[src/rtl/rtc_alarm_pkg.sv]
package rtc_alarm_pkg;
   localparam int STAT_W  = 8;
   localparam int POS_IRQ = 7;
   localparam int POS_PER = 6;
   localparam int POS_ALM = 5;
   localparam int POS_UPD = 4;

   typedef struct packed {
      logic per;
      logic alm;
      logic upd;
   } src_bits_t;
endpackage

[src/rtl/alarm_field_cmp.sv]
module alarm_field_cmp #(
   parameter int DW = 8
) (
   input  logic [DW-1:0] alarm_val,
   input  logic [DW-1:0] time_val,
   output logic          hit
);
   initial begin
      if (DW < 2) $error("alarm_field_cmp: DW must be at least 2");
   end

   logic wild;
   always_comb begin
      wild = &alarm_val[DW-1:DW-2];
      hit  = wild | (alarm_val == time_val);
   end
endmodule

[src/rtl/alarm_regs.sv]
module alarm_regs #(
   parameter int DW    = 8,
   parameter int NF    = 3,
   parameter int IDX_W = 4
) (
   input  logic                  clk,
   input  logic                  rst_n,
   input  logic                  wr_en,
   input  logic [IDX_W-1:0]      wr_idx,
   input  logic [DW-1:0]         wr_data,
   output logic [NF-1:0][DW-1:0] alm
);
   initial begin
      if ((2 * NF) >= (1 << IDX_W)) $error("alarm_regs: IDX_W too small for NF fields");
   end

   logic [NF-1:0] sel;

   for (genvar g = 0; g < NF; g++) begin : g_fld
      localparam logic [IDX_W-1:0] MY_IDX = IDX_W'(2 * g + 1);
      assign sel[g] = wr_en && (wr_idx == MY_IDX);
      always_ff @(posedge clk or negedge rst_n) begin
         if (!rst_n)      alm[g] <= '0;
         else if (sel[g]) alm[g] <= wr_data;
      end
   end

   // a write that addresses no alarm field leaves all alarms unchanged
   assert_ignore_write_R1: assert property (@(posedge clk) disable iff (!rst_n)
      (wr_en && (sel == '0)) |=> $stable(alm));
endmodule

[src/rtl/irq_flag_reg.sv]
module irq_flag_reg
   import rtc_alarm_pkg::*;
(
   input  logic              clk,
   input  logic              rst_n,
   input  logic              per_evt,
   input  logic              alm_evt,
   input  logic              upd_evt,
   input  logic              rd_clr,
   input  logic [2:0]        en,
   output logic [STAT_W-1:0] flags,
   output logic              irq_n
);
   src_bits_t src_q, src_d;
   logic      summary;

   always_comb begin
      src_d = rd_clr ? '0 : src_q;
      src_d.per = src_d.per | per_evt;
      src_d.alm = src_d.alm | alm_evt;
      src_d.upd = src_d.upd | upd_evt;
   end

   always_ff @(posedge clk or negedge rst_n) begin
      if (!rst_n) src_q <= '0;
      else        src_q <= src_d;
   end

   always_comb begin
      summary = (src_q.per & en[2]) | (src_q.alm & en[1]) | (src_q.upd & en[0]);
      flags          = '0;
      flags[POS_IRQ] = summary;
      flags[POS_PER] = src_q.per;
      flags[POS_ALM] = src_q.alm;
      flags[POS_UPD] = src_q.upd;
      irq_n          = ~summary;
   end

   assert_upd_sets_R4: assert property (@(posedge clk) disable iff (!rst_n)
      upd_evt |=> src_q.upd);
   assert_per_sets_R4: assert property (@(posedge clk) disable iff (!rst_n)
      per_evt |=> src_q.per);
   assert_alm_sets_R3: assert property (@(posedge clk) disable iff (!rst_n)
      alm_evt |=> src_q.alm);
   assert_read_clears_R7: assert property (@(posedge clk) disable iff (!rst_n)
      (rd_clr && !per_evt && !alm_evt && !upd_evt) |=> (src_q == '0));
   assert_hold_R7: assert property (@(posedge clk) disable iff (!rst_n)
      (!rd_clr && !per_evt && !alm_evt && !upd_evt) |=> $stable(src_q));
endmodule

[src/rtl/rtc_alarm_irq.sv]
module rtc_alarm_irq
   import rtc_alarm_pkg::*;
#(
   parameter int DW    = 8,
   parameter int IDX_W = 4
) (
   input  logic              clk,
   input  logic              rst_n,
   input  logic              wr_en,
   input  logic [IDX_W-1:0]  wr_idx,
   input  logic [DW-1:0]     wr_data,
   input  logic [DW-1:0]     cur_sec,
   input  logic [DW-1:0]     cur_min,
   input  logic [DW-1:0]     cur_hr,
   input  logic              upd_pulse,
   input  logic              per_pulse,
   input  logic [2:0]        src_en,
   input  logic              flag_rd,
   output logic [STAT_W-1:0] flags,
   output logic              irq_n
);
   localparam int NF = 3;

   logic [NF-1:0][DW-1:0] alm;
   logic [NF-1:0][DW-1:0] now;
   logic [NF-1:0]         hits;
   logic                  alm_evt;

   assign now[0] = cur_sec;
   assign now[1] = cur_min;
   assign now[2] = cur_hr;

   alarm_regs #(.DW(DW), .NF(NF), .IDX_W(IDX_W)) u_regs (
      .clk(clk), .rst_n(rst_n), .wr_en(wr_en), .wr_idx(wr_idx),
      .wr_data(wr_data), .alm(alm));

   for (genvar g = 0; g < NF; g++) begin : g_cmp
      alarm_field_cmp #(.DW(DW)) u_cmp (
         .alarm_val(alm[g]), .time_val(now[g]), .hit(hits[g]));

      // a wildcard field always reports a hit
      assert_wildcard_R2: assert property (@(posedge clk) disable iff (!rst_n)
         (&alm[g][DW-1:DW-2]) |-> hits[g]);
   end

   assign alm_evt = upd_pulse & (&hits);

   irq_flag_reg u_flags (
      .clk(clk), .rst_n(rst_n), .per_evt(per_pulse), .alm_evt(alm_evt),
      .upd_evt(upd_pulse), .rd_clr(flag_rd), .en(src_en),
      .flags(flags), .irq_n(irq_n));

   // without an update pulse the alarm bit cannot rise
   assert_no_alarm_without_update_R3: assert property (@(posedge clk) disable iff (!rst_n)
      !upd_pulse |=> !$rose(flags[POS_ALM]));
endmodule

[config.mk]
export PLATFORM = sky130hd
export DESIGN_NAME = rtc_alarm_irq
export DESIGN_NICKNAME = d
export VERILOG_FILES = /design/src/rtl/rtc_alarm_pkg.sv /design/src/rtl/alarm_field_cmp.sv /design/src/rtl/alarm_regs.sv /design/src/rtl/irq_flag_reg.sv /design/src/rtl/rtc_alarm_irq.sv
export SDC_FILE = /design/constraint.sdc
export NUM_CORES = 1
export LEC_CHECK = 0
export BUFFER_PORTS_ARGS = -buffer_cell sky130_fd_sc_hd__buf_2
export CAP_MARGIN = 20
export CELL_PAD_IN_SITES_DETAIL_PLACEMENT = 0
export CELL_PAD_IN_SITES_GLOBAL_PLACEMENT = 1
export CORE_MARGIN = 2
export CORE_UTILIZATION = 40
export DETAILED_ROUTE_END_ITERATION = 6
export GPL_ROUTABILITY_DRIVEN = 0
export GPL_TIMING_DRIVEN = 0
export PLACE_DENSITY = 0.88
export SYNTH_ARGS = -nofsm -noshare
export SYNTH_HDL_FRONTEND = slang
export SYNTH_SLANG_ARGS = --single-unit
export TNS_END_PERCENT = 1
[constraint.sdc]
create_clock -name clk -period 3.8 [get_ports clk]
set_clock_uncertainty 0.05 [all_clocks]
set_input_delay 1.14 -clock clk [delete_from_list [all_inputs] [get_ports clk]]
set_output_delay 1.14 -clock clk [all_outputs]
set_load 0.01 [all_outputs]
==> flow_summary.json, run 1 <==
{
  "status": "finished clean",
  "synth_cell_types": 18,
  "timing.final.crit_share_pct": 82.42,
  "async_flop_share_pct": 100.0,
  "fin_area_mm2": 0.001734,
  "yosys_register_bits": 27,
  "start_util_pct": 41.77,
  "startpoint": "src_en[1]",
  "cts_resized": 0,
  "grt_pass1_wl_um": 4284,
  "finalNonFillerCells": 206,
  "fin_tns_setup_ns": 0,
  "die-area_mm2": 0.003973,
  "ys_seq_area_share_pct": 48.47,
  "cts-htree-levels": 1,
  "drc": 0,
  "avgViaCountPerCell": 4.689,
  "hold_class": "reg -> reg",
  "power_density_mw_per_mm2": 400.7,
  "gr-usage-met3_pct": 2.342,
  "syn_inst": 104,
  "grt_use_total_pct": 13.49,
  "numCtsBuffers": 3,
  "seqCellArea_um2": 675.6,
  "root_buffer": "clkbuf_4",
  "grt_pass1_vias": 959,
  "timing.rr.start": "u_regs.alm[7]$_DFFE_PN0P_",
  "cts.sinks": 27,
  "multiInputGateArea_um2": 669.4,
  "port_buffers": 49,
  "finalMaxSlewViolations": 0,
  "yosys-top-cells-count": "dfrtp_1, xor2_1, mux2_2, mux2_4, nor4_1",
  "dpl.hpwl_um": 2166,
  "ctsHoldBuffers": 0,
  "p_leak_uw": 0.0009006,
  "grt-ovfl-total": 0,
  "start_kind": "primary input",
  "crit_required_ns": 2.61,
  "drv_cap": 0,
  "grt_max_degree": 28,
  "ys_top_cells_by_area": "dfrtp_1, xor2_1, mux2_2",
  "final_antenna_net_count": 0,
  "num-fill-cells": 310,
  "vias": 966,
  "grt.busiest_layer": "met2",
  "yosys.area.top_type_share_pct": 48.47,
  "die_w_um": 63.03,
  "postPlaceCellArea_mm2": 0.001708,
  "drive_gt1_share_pct": 52.50,
  "io_pins": 54,
  "avgSynthCellArea_um2": 13.40,
  "arrival_ns": 1.94,
  "yosysTopAreaCell": "dfrtp_1",
  "max_freq_ghz": 0.3193,
  "setup_viol_count_final": 0,
  "routed_wl_um": 2598,
  "cts_tree": "done",
  "areaGrowthSynthToFinish_pct": 24.42,
  "ys.flop_type": "dfrtp_1",
  "crit_path_end_kind": "output port",
  "yosysMostFrequentCell": "dfrtp_1",
  "synth_edf_count": 0,
  "die_h_um": 63.03,
  "drt_first_pass_iters": 4,
  "met2_usage_pct": 23.14,
  "vdd_drop_max_uv": 215.3,
  "dp.cells": 202,
  "fin_nets": 206,
  "syn_area_mm2": 0.001394,
  "max-slew-margin-rel_pct": 60.98,
  "clockBufferDepth": 2,
  "drt_iter0_drc": 14,
  "yosysWarnings": 0,
  "rsz0062_at_grt": "no",
  "hold_viol_final": 0,
  "core_mm2": 0.003337,
  "hp-start": "u_flags.flags[6]$_DFF_PN0_",
  "tightest_slew_ns": 0.5821,
  "postCtsSetupBuffers": 0,
  "use_met1_pct": 17.63,
  "cp_max_fo": 2,
  "clkSlewWorstSetupHoldPaths_ns": 0.14,
  "period_needed_ns": 3.132,
  "wl_per_cell_um": 12.61,
  "floorplan.rows": 21,
  "antenna_found_initial": 0,
  "insertion_delay_ns": 0.31,
  "antenna_cells": 0,
  "path_class": "in -> out"
}
==> registers in the layout, summed over array words and instances, names as in the netlist <==
| register | flops |
|---|---|
| u_regs.alm | 24 |
| u_flags.flags | 3 |
==> cell families (layout without fill, tap and decap cells) <==
family | count (synthesis) | after routing | share of synthesized area [%]
other | 1 | 4 | 0.2690
AOI/OAI and AO/OA | 7 | 7 | 4.039
and+or+nand+nor | 12 | 12 | 6.284
buffers and inverters | 9 | 62 | 4.309
xor gates and xnor gates | 24 | 24 | 15.08
DFF | 27 | 27 | 48.47
muxes | 24 | 24 | 21.54
==> report_power, final <==
group	switching (µW)	total [µW]	leakage (µW)	internal [µW]
clock	79.0	120	0.0000150	40.9
combinational	64.5	178	0.000556	114
sequential	48.8	397	0.000330	348
==> per-stage QoR <==
step	setup WS, ns	hold slack (ns)	total power (µW)	utilization [%]
floorplan	0.7285	0.4495	518.6	-
global placement	0.6907	0.4352	572.4	51.18
detailed placement	0.6687	0.4584	584.1	51.18
CTS	0.6683	0.4888	699.9	51.97
global route	0.5510	0.5186	739.9	51.97
finish	0.6680	0.4850	694.9	51.97
==> cell type report <==
type                       count  area share, %
clock buffer                   4          1.515
buffer                         6          2.814
tap                           46          3.319
sequential                    27          38.96
multi-input combinational     71          38.60
inverter                       3         0.6494
timing repair buffer          49          14.14
==> per-layer routing <==
metal  vias to the layer above  routed length (µm)
met1                       457                1219
li1                        468                   -
met5                         -                   0
met2                        39                1179
met3                         2                 180
met4                         0                  19
==> final timing paths <==
check / to / slack [ns] / cells after the start
max reg2reg: u_flags.flags[5]$_DFF_PN0_ / 2.18 / 4
min reg2reg: u_flags.flags[6]$_DFF_PN0_ / 0.48 / 1
min: u_flags.flags[6]$_DFF_PN0_ / 0.48 / 1
max in group asynchronous: u_flags.flags[4]$_DFF_PN0_ / 2.56 / 1
min in group asynchronous: u_regs.alm[8]$_DFFE_PN0P_ / 0.76 / 1
max: flags[7] / 0.67 / 5
==> worst max-delay path, stage by stage <==
cell and delay [ns]:
buf_2 0.09, a222oi_1 0.38, inv_1 0.07, buf_4 0.13, buf_2 0.13
==> cells in the final DEF (no fill, tap or decap), types with 2 or more instances in the layout <==
cell type / count
a21o_1: 2
a22oi_1: 3
buf_2: 49
buf_4: 5
clkbuf_4: 3
conb_1: 4
dfrtp_1: 27
inv_1: 3
mux2_2: 16
mux2_4: 8
nand2_1: 2
nor4_1: 6
xor2_1: 24
Note: power is estimated with default switching activity, not from simulation.
==> run 2: changes to the inputs <==
- ABC_AREA: default -> 1
- CORE_UTILIZATION: 40 -> 32
- PLACE_DENSITY: 0.88 -> 0.8
- clock period: 3.8 -> 2.6 ns (I/O delays scaled with it)
==> run 2 against run 1 <==
  * Utilization is 11 points lower
  * Critical endpoint unchanged
  * Setup slack worse by 0.18 ns
  * Register-to-register slack got worse by 0.76 ns
  * Via count grew 31%
  * Synthesized cell count rose by 79%
  * Largest power group unchanged
  * Critical path depth is the same
  * Flip-flop and latch count unchanged
  * Sequential power up 42%
==> flow_summary.json, run 2 <==
{
  "status": "finished clean",
  "critPathMaxStageDelay_ns": 0.13,
  "cp_max_fo": 2,
  "finalMaxSlewViolations": 0,
  "m1WireLength_um": 1472,
  "ys.flop_type": "dfrtp_1",
  "wl_per_cell_um": 9.906,
  "async_flop_share_pct": 100.0,
  "grt-ovfl-total": 0,
  "post-route-worst-setup-slack_ns": 0.4912,
  "combinationalPowerShare_pct": 27.7,
  "grt_pass1_wl_um": 5250,
  "drv_cap": 0,
  "worst_path_max_delay_cell": "buf_4",
  "antenna_found_initial": 0,
  "numCtsBuffers": 3,
  "crit_required_ns": 1.77,
  "clockBufferDepth": 2,
  "arrival_ns": 1.28,
  "p_leak_uw": 0.001032,
  "power_frac_seq_pct": 51.0,
  "yosysMostFrequentCell": "nand2_1",
  "vias": 1264,
  "cts_resized": 0,
  "routed_wl_um": 3061,
  "die-area_mm2": 0.005479,
  "start_kind": "primary input",
  "drive_gt1_share_pct": 38.02,
  "postCtsSetupBuffers": 0,
  "floorplan.rows": 25,
  "grt_pass1_vias": 1201,
  "final_common_cell": "nand2_1",
  "max-slew-margin-rel_pct": 59.85,
  "rsz0062_at_grt": "no",
  "root_buffer": "clkbuf_8",
  "path_class": "in -> out",
  "grt_max_degree": 28,
  "fin_nets": 288,
  "fin_tns_setup_ns": 0,
  "clkSlewWorstSetupHoldPaths_ns": 0.09,
  "dpl.hpwl_um": 2519,
  "dp_slack_ns": 0.4832,
  "max_freq_ghz": 0.4742,
  "cts_tree": "done",
  "hold_ws_ns": 0.4568,
  "cts.sinks": 27,
  "drt_iter0_drc": 45,
  "crit_family": "buffers and inverters",
  "timing.final.crit_share_pct": 81.11,
  "die_h_um": 74.02,
  "syn_inst": 186,
  "yosys-top-cells-count": "nand2_1, dfrtp_1, o21ai_2, inv_1, xnor2_1",
  "worst-path-buf-inv": 3,
  "syn_area_mm2": 0.001569,
  "hold_viol_final": 0,
  "core_mm2": 0.004723,
  "setup_viol_count_final": 0,
  "swShare_pct": 30.60,
  "regMostFlops": "u_regs.alm",
  "power_density_mw_per_mm2": 563.3,
  "synth_cell_types": 17,
  "ys_top_cells_by_area": "dfrtp_1, nand2_1, o21ai_2",
  "yosys_register_bits": 27,
  "vdd_drop_max_uv": 205.8,
  "antenna_cells": 0,
  "grt_use_total_pct": 12.37,
  "dr_wl_met3_um": 186,
  "avgViaCountPerCell": 4.091,
  "path_depth": 5,
  "ys_seq_area_share_pct": 43.06,
  "p_clk_share_pct": 21.3,
  "insertion_delay_ns": 0.27,
  "drc": 0,
  "cp_cell_sequence": "buf_2 > nand2_1 > nand3_1 > buf_4 > buf_2",
  "synth_edf_count": 0,
  "ctsHoldBuffers": 0,
  "routed.top_layer": "met4",
  "port_buffers": 49,
  "wl_met2_um": 1378,
  "tightest_slew_ns": 0.6023,
  "r2r_cells": 9,
  "internal_power_uw": 764.6,
  "p_sw_uw": 337.1,
  "critPathMostFrequentCell": "buf_2",
  "start_util_pct": 33.22,
  "period_needed_ns": 2.109,
  "avgSynthCellArea_um2": 8.436,
  "drt_first_pass_iters": 4,
  "cts-htree-levels": 1,
  "largest_reg_flops": 24,
  "die_w_um": 74.02,
  "crit_path_end_kind": "output port",
  "areaGrowthSynthToFinish_pct": 24.64,
  "mostFrequentLayoutCells": "nand2_1, buf_2, dfrtp_1",
  "yosys.area.top_type_share_pct": 43.06,
  "io_pins": 54,
  "final_antenna_net_count": 0,
  "yosysTopAreaCell": "dfrtp_1",
  "yosysWarnings": 0,
  "hold_class": "in -> async"
}
==> run 2: worst paths after layout <==
check | startpoint | end | slack, ns
worst min-delay path | rst_n | u_regs.alm[11]$_DFFE_PN0P_ | 0.46
worst min register to register | u_flags.flags[4]$_DFF_PN0_ | u_flags.flags[4]$_DFF_PN0_ | 0.46
worst max register to register | u_regs.alm[17]$_DFFE_PN0P_ | u_flags.flags[5]$_DFF_PN0_ | 1.42
max in group asynchronous | rst_n | u_regs.alm[18]$_DFFE_PN0P_ | 1.65
min in group clk | u_flags.flags[4]$_DFF_PN0_ | u_flags.flags[4]$_DFF_PN0_ | 0.46
worst max-delay path | src_en[2] | flags[7] | 0.49
==> run 2: power groups by stage <==
stage	Sequential [µW]	Combinational, µW	Clock [µW]
floorplan	557	230	0
global placement	571	301	0
detailed placement	571	310	0
CTS	563	311	244
global route	574	356	260
finish	562	305	235
==> run 2: logic make-up (layout without fill, tap and decap cells) <==
logic type | count (synthesis) | in the layout | share of synthesized area (%)
buffers and inverters | 31 | 84 | 10.05
other | 1 | 4 | 0.2390
DFF | 27 | 27 | 43.06
and+or+nand+nor | 82 | 82 | 21.93
xor gates and xnor gates | 18 | 18 | 10.05
AOI/OAI and AO/OA | 27 | 27 | 14.67
==> run 2: metrics by stage <==
stage / area, µm² / utilization (%) / instances / total power (µW)
floorplan: 1580 / - / 189 / 787.1
CTS: 1956 / 41.40 / 309 / 1118
detailed placement: 1909 / 40.42 / 305 / 880.8
finish: 1956 / 41.40 / 309 / 1102
global route: 1956 / 41.40 / 309 / 1189
global placement: 1909 / 40.42 / 305 / 871.9
==> run 2: per-layer routing <==
layer | vias up | GRT usage, %
met5 | - | 0
met4 | 0 | 3.030
met3 | 5 | 2.439
met2 | 38 | 20.24
met1 | 553 | 16.91
li1 | 668 | -
==> run 2: cell type report <==
type / instances / area, µm²
buffer: 8 / 71.32
clock buffer: 3 / 41.29
clock inverter: 1 / 5.005
fill: 505 / 2768
inverter: 23 / 86.33
multi-input combinational: 131 / 747.0
sequential: 27 / 675.6
tap: 67 / 83.83
timing repair buffer: 49 / 245.2
==> run 3: changes to the inputs <==
- CORE_UTILIZATION: 32 -> 36
- PLACE_DENSITY: 0.8 -> 0.84
- clock period: 2.6 -> 2.2 ns (I/O delays scaled with it)
==> run 3 against run 2 <==
  * Utilization is 4.0 points higher
  * Flip-flop and latch count unchanged
  * Hold slack worse by 0.13 ns
  * Wire length decreased by 6.9%
  * First-iteration DRC count up 82%
  * Register-to-register slack got worse by 0.40 ns
  * Final area is 0.96% lower
  * Critical path type unchanged
  * Largest cell class unchanged
  * Sequential power rose by 18%
  * Critical path depth stayed put
  * Critical endpoint unchanged
==> flow_summary.json, run 3 (synthesis results as in run 2) <==
{
  "insertion_delay_ns": 0.27,
  "crit_required_ns": 1.49,
  "finalNonFillerCells": 294,
  "die_h_um": 70.02,
  "drt_iter0_drc": 82,
  "crit_path_end_kind": "output port",
  "clockBufferDepth": 2,
  "postPlaceCellArea_mm2": 0.001891,
  "arrival_ns": 1.16,
  "io_pins": 54,
  "numCtsBuffers": 3,
  "critPathMaxStageDelay_ns": 0.13,
  "cts_resized": 0,
  "drv_cap": 0,
  "mostFrequentLayoutCells": "nand2_1, buf_2, dfrtp_1",
  "start_kind": "primary input",
  "hold_viol_final": 0,
  "worst-path-buf-inv": 3,
  "timing.final.crit_share_pct": 85.00,
  "antenna_cells": 0,
  "dp_slack_ns": 0.3286,
  "areaGrowthSynthToFinish_pct": 23.45,
  "dp.cells": 290,
  "finalMaxSlewViolations": 0,
  "num-fill-cells": 447,
  "r2r_slack_ns": 1.02,
  "fin_nets": 288,
  "crit_family": "buffers and inverters",
  "antenna_found_initial": 0,
  "hold_class": "in -> async",
  "vdd_drop_max_uv": 302.9,
  "grt-ovfl-total": 0,
  "max-slew-margin-rel_pct": 61.08,
  "grt_pass1_wl_um": 5285,
  "largest_reg_flops": 24,
  "grt_use_total_pct": 13.36,
  "path_class": "in -> out",
  "cts_tree": "done",
  "cts-htree-levels": 1,
  "post-route-worst-setup-slack_ns": 0.3300,
  "routed_wl_um": 2851,
  "power_density_mw_per_mm2": 671.2,
  "cts.sinks": 27,
  "regMostFlops": "u_regs.alm",
  "cp_cell_sequence": "buf_2 > nand2_1 > nand3_1 > buf_4 > buf_2",
  "setup_viol_count_final": 0,
  "max_freq_ghz": 0.5348,
  "hold_ws_ns": 0.3277,
  "floorplan.rows": 24,
  "dpl.hpwl_um": 2385,
  "fin_area_mm2": 0.001937,
  "grt_pass1_vias": 1212,
  "worst_path_max_delay_cell": "buf_4",
  "avgViaCountPerCell": 4.286,
  "drc": 0,
  "final_antenna_net_count": 0,
  "rsz0062_at_grt": "no",
  "start_util_pct": 36.80,
  "tightest_slew_ns": 0.5838,
  "drive_gt1_share_pct": 38.02,
  "p_leak_uw": 0.001032,
  "status": "finished clean",
  "cp_max_fo": 2,
  "ctsHoldBuffers": 0,
  "port_buffers": 49,
  "clkSlewWorstSetupHoldPaths_ns": 0.09,
  "final_common_cell": "nand2_1",
  "drt_first_pass_iters": 4,
  "fin_tns_setup_ns": 0,
  "vias": 1260,
  "postCtsSetupBuffers": 0,
  "die-area_mm2": 0.004902,
  "period_needed_ns": 1.870,
  "root_buffer": "clkbuf_8",
  "grt_max_degree": 28,
  "wl_per_cell_um": 9.697,
  "critPathMostFrequentCell": "buf_2",
  "core_mm2": 0.004264,
  "die_w_um": 70.02
}
## run 3: per-layer routing
layer	vias to the layer above	track usage (%)	share of wire (%)
met5	-	0	0
met4	0	2.564	0.53
met3	4	4.185	7.4
met2	38	22.43	47
met1	545	17.05	45
li1	673	-	-
## run 3: area by class of cell
type / instances / area [µm²] / area share, %
Buffer: 8 / 71.32 / 3.682
Clock buffer: 3 / 41.29 / 2.132
Clock inverter: 1 / 5.005 / 0.2584
Inverter: 23 / 86.33 / 4.457
Multi-Input combinational cell: 131 / 747.0 / 38.57
Sequential cell: 27 / 675.6 / 34.88
Tap cell: 52 / 65.06 / 3.359
Timing Repair Buffer: 49 / 245.2 / 12.66
## run 3: per-stage QoR
stage	total power (µW)	utilization, %
4_1_cts	1316	45.42
3_5_place_dp	1036	44.34
6_report	1300	45.42
2_1_floorplan	930.2	-
5_1_grt	1401	45.42
3_3_place_gp	1028	44.34
## run 3: worst paths after layout
kind                                            start                         end  cells past startpoint
setup / recovery                            src_en[2]                    flags[7]                      5
hold / removal                                  rst_n  u_flags.flags[4]$_DFF_PN0_                      1
setup reg to reg            u_regs.alm[9]$_DFFE_PN0P_  u_flags.flags[5]$_DFF_PN0_                      7
hold reg to reg            u_regs.alm[12]$_DFFE_PN0P_  u_regs.alm[12]$_DFFE_PN0P_                      2
max in group asynchronous                       rst_n  u_flags.flags[6]$_DFF_PN0_                      1
min in group clk           u_regs.alm[12]$_DFFE_PN0P_  u_regs.alm[12]$_DFFE_PN0P_                      2
## run 3: where the power goes
part           internal, µW  switching (µW)
Clock                   127             155
Sequential              588            72.5
Combinational           188             169
Total                   904             396
## run 3: worst register-to-register path: stages (launching register included)
cell and delay (ns):
dfrtp_1 0.40, xnor2_1 0.14, nand2_1 0.07, nor2_1 0.16, nand2_1 0.07, nand2_1 0.06
nand2_1 0.04, o21ai_0 0.12
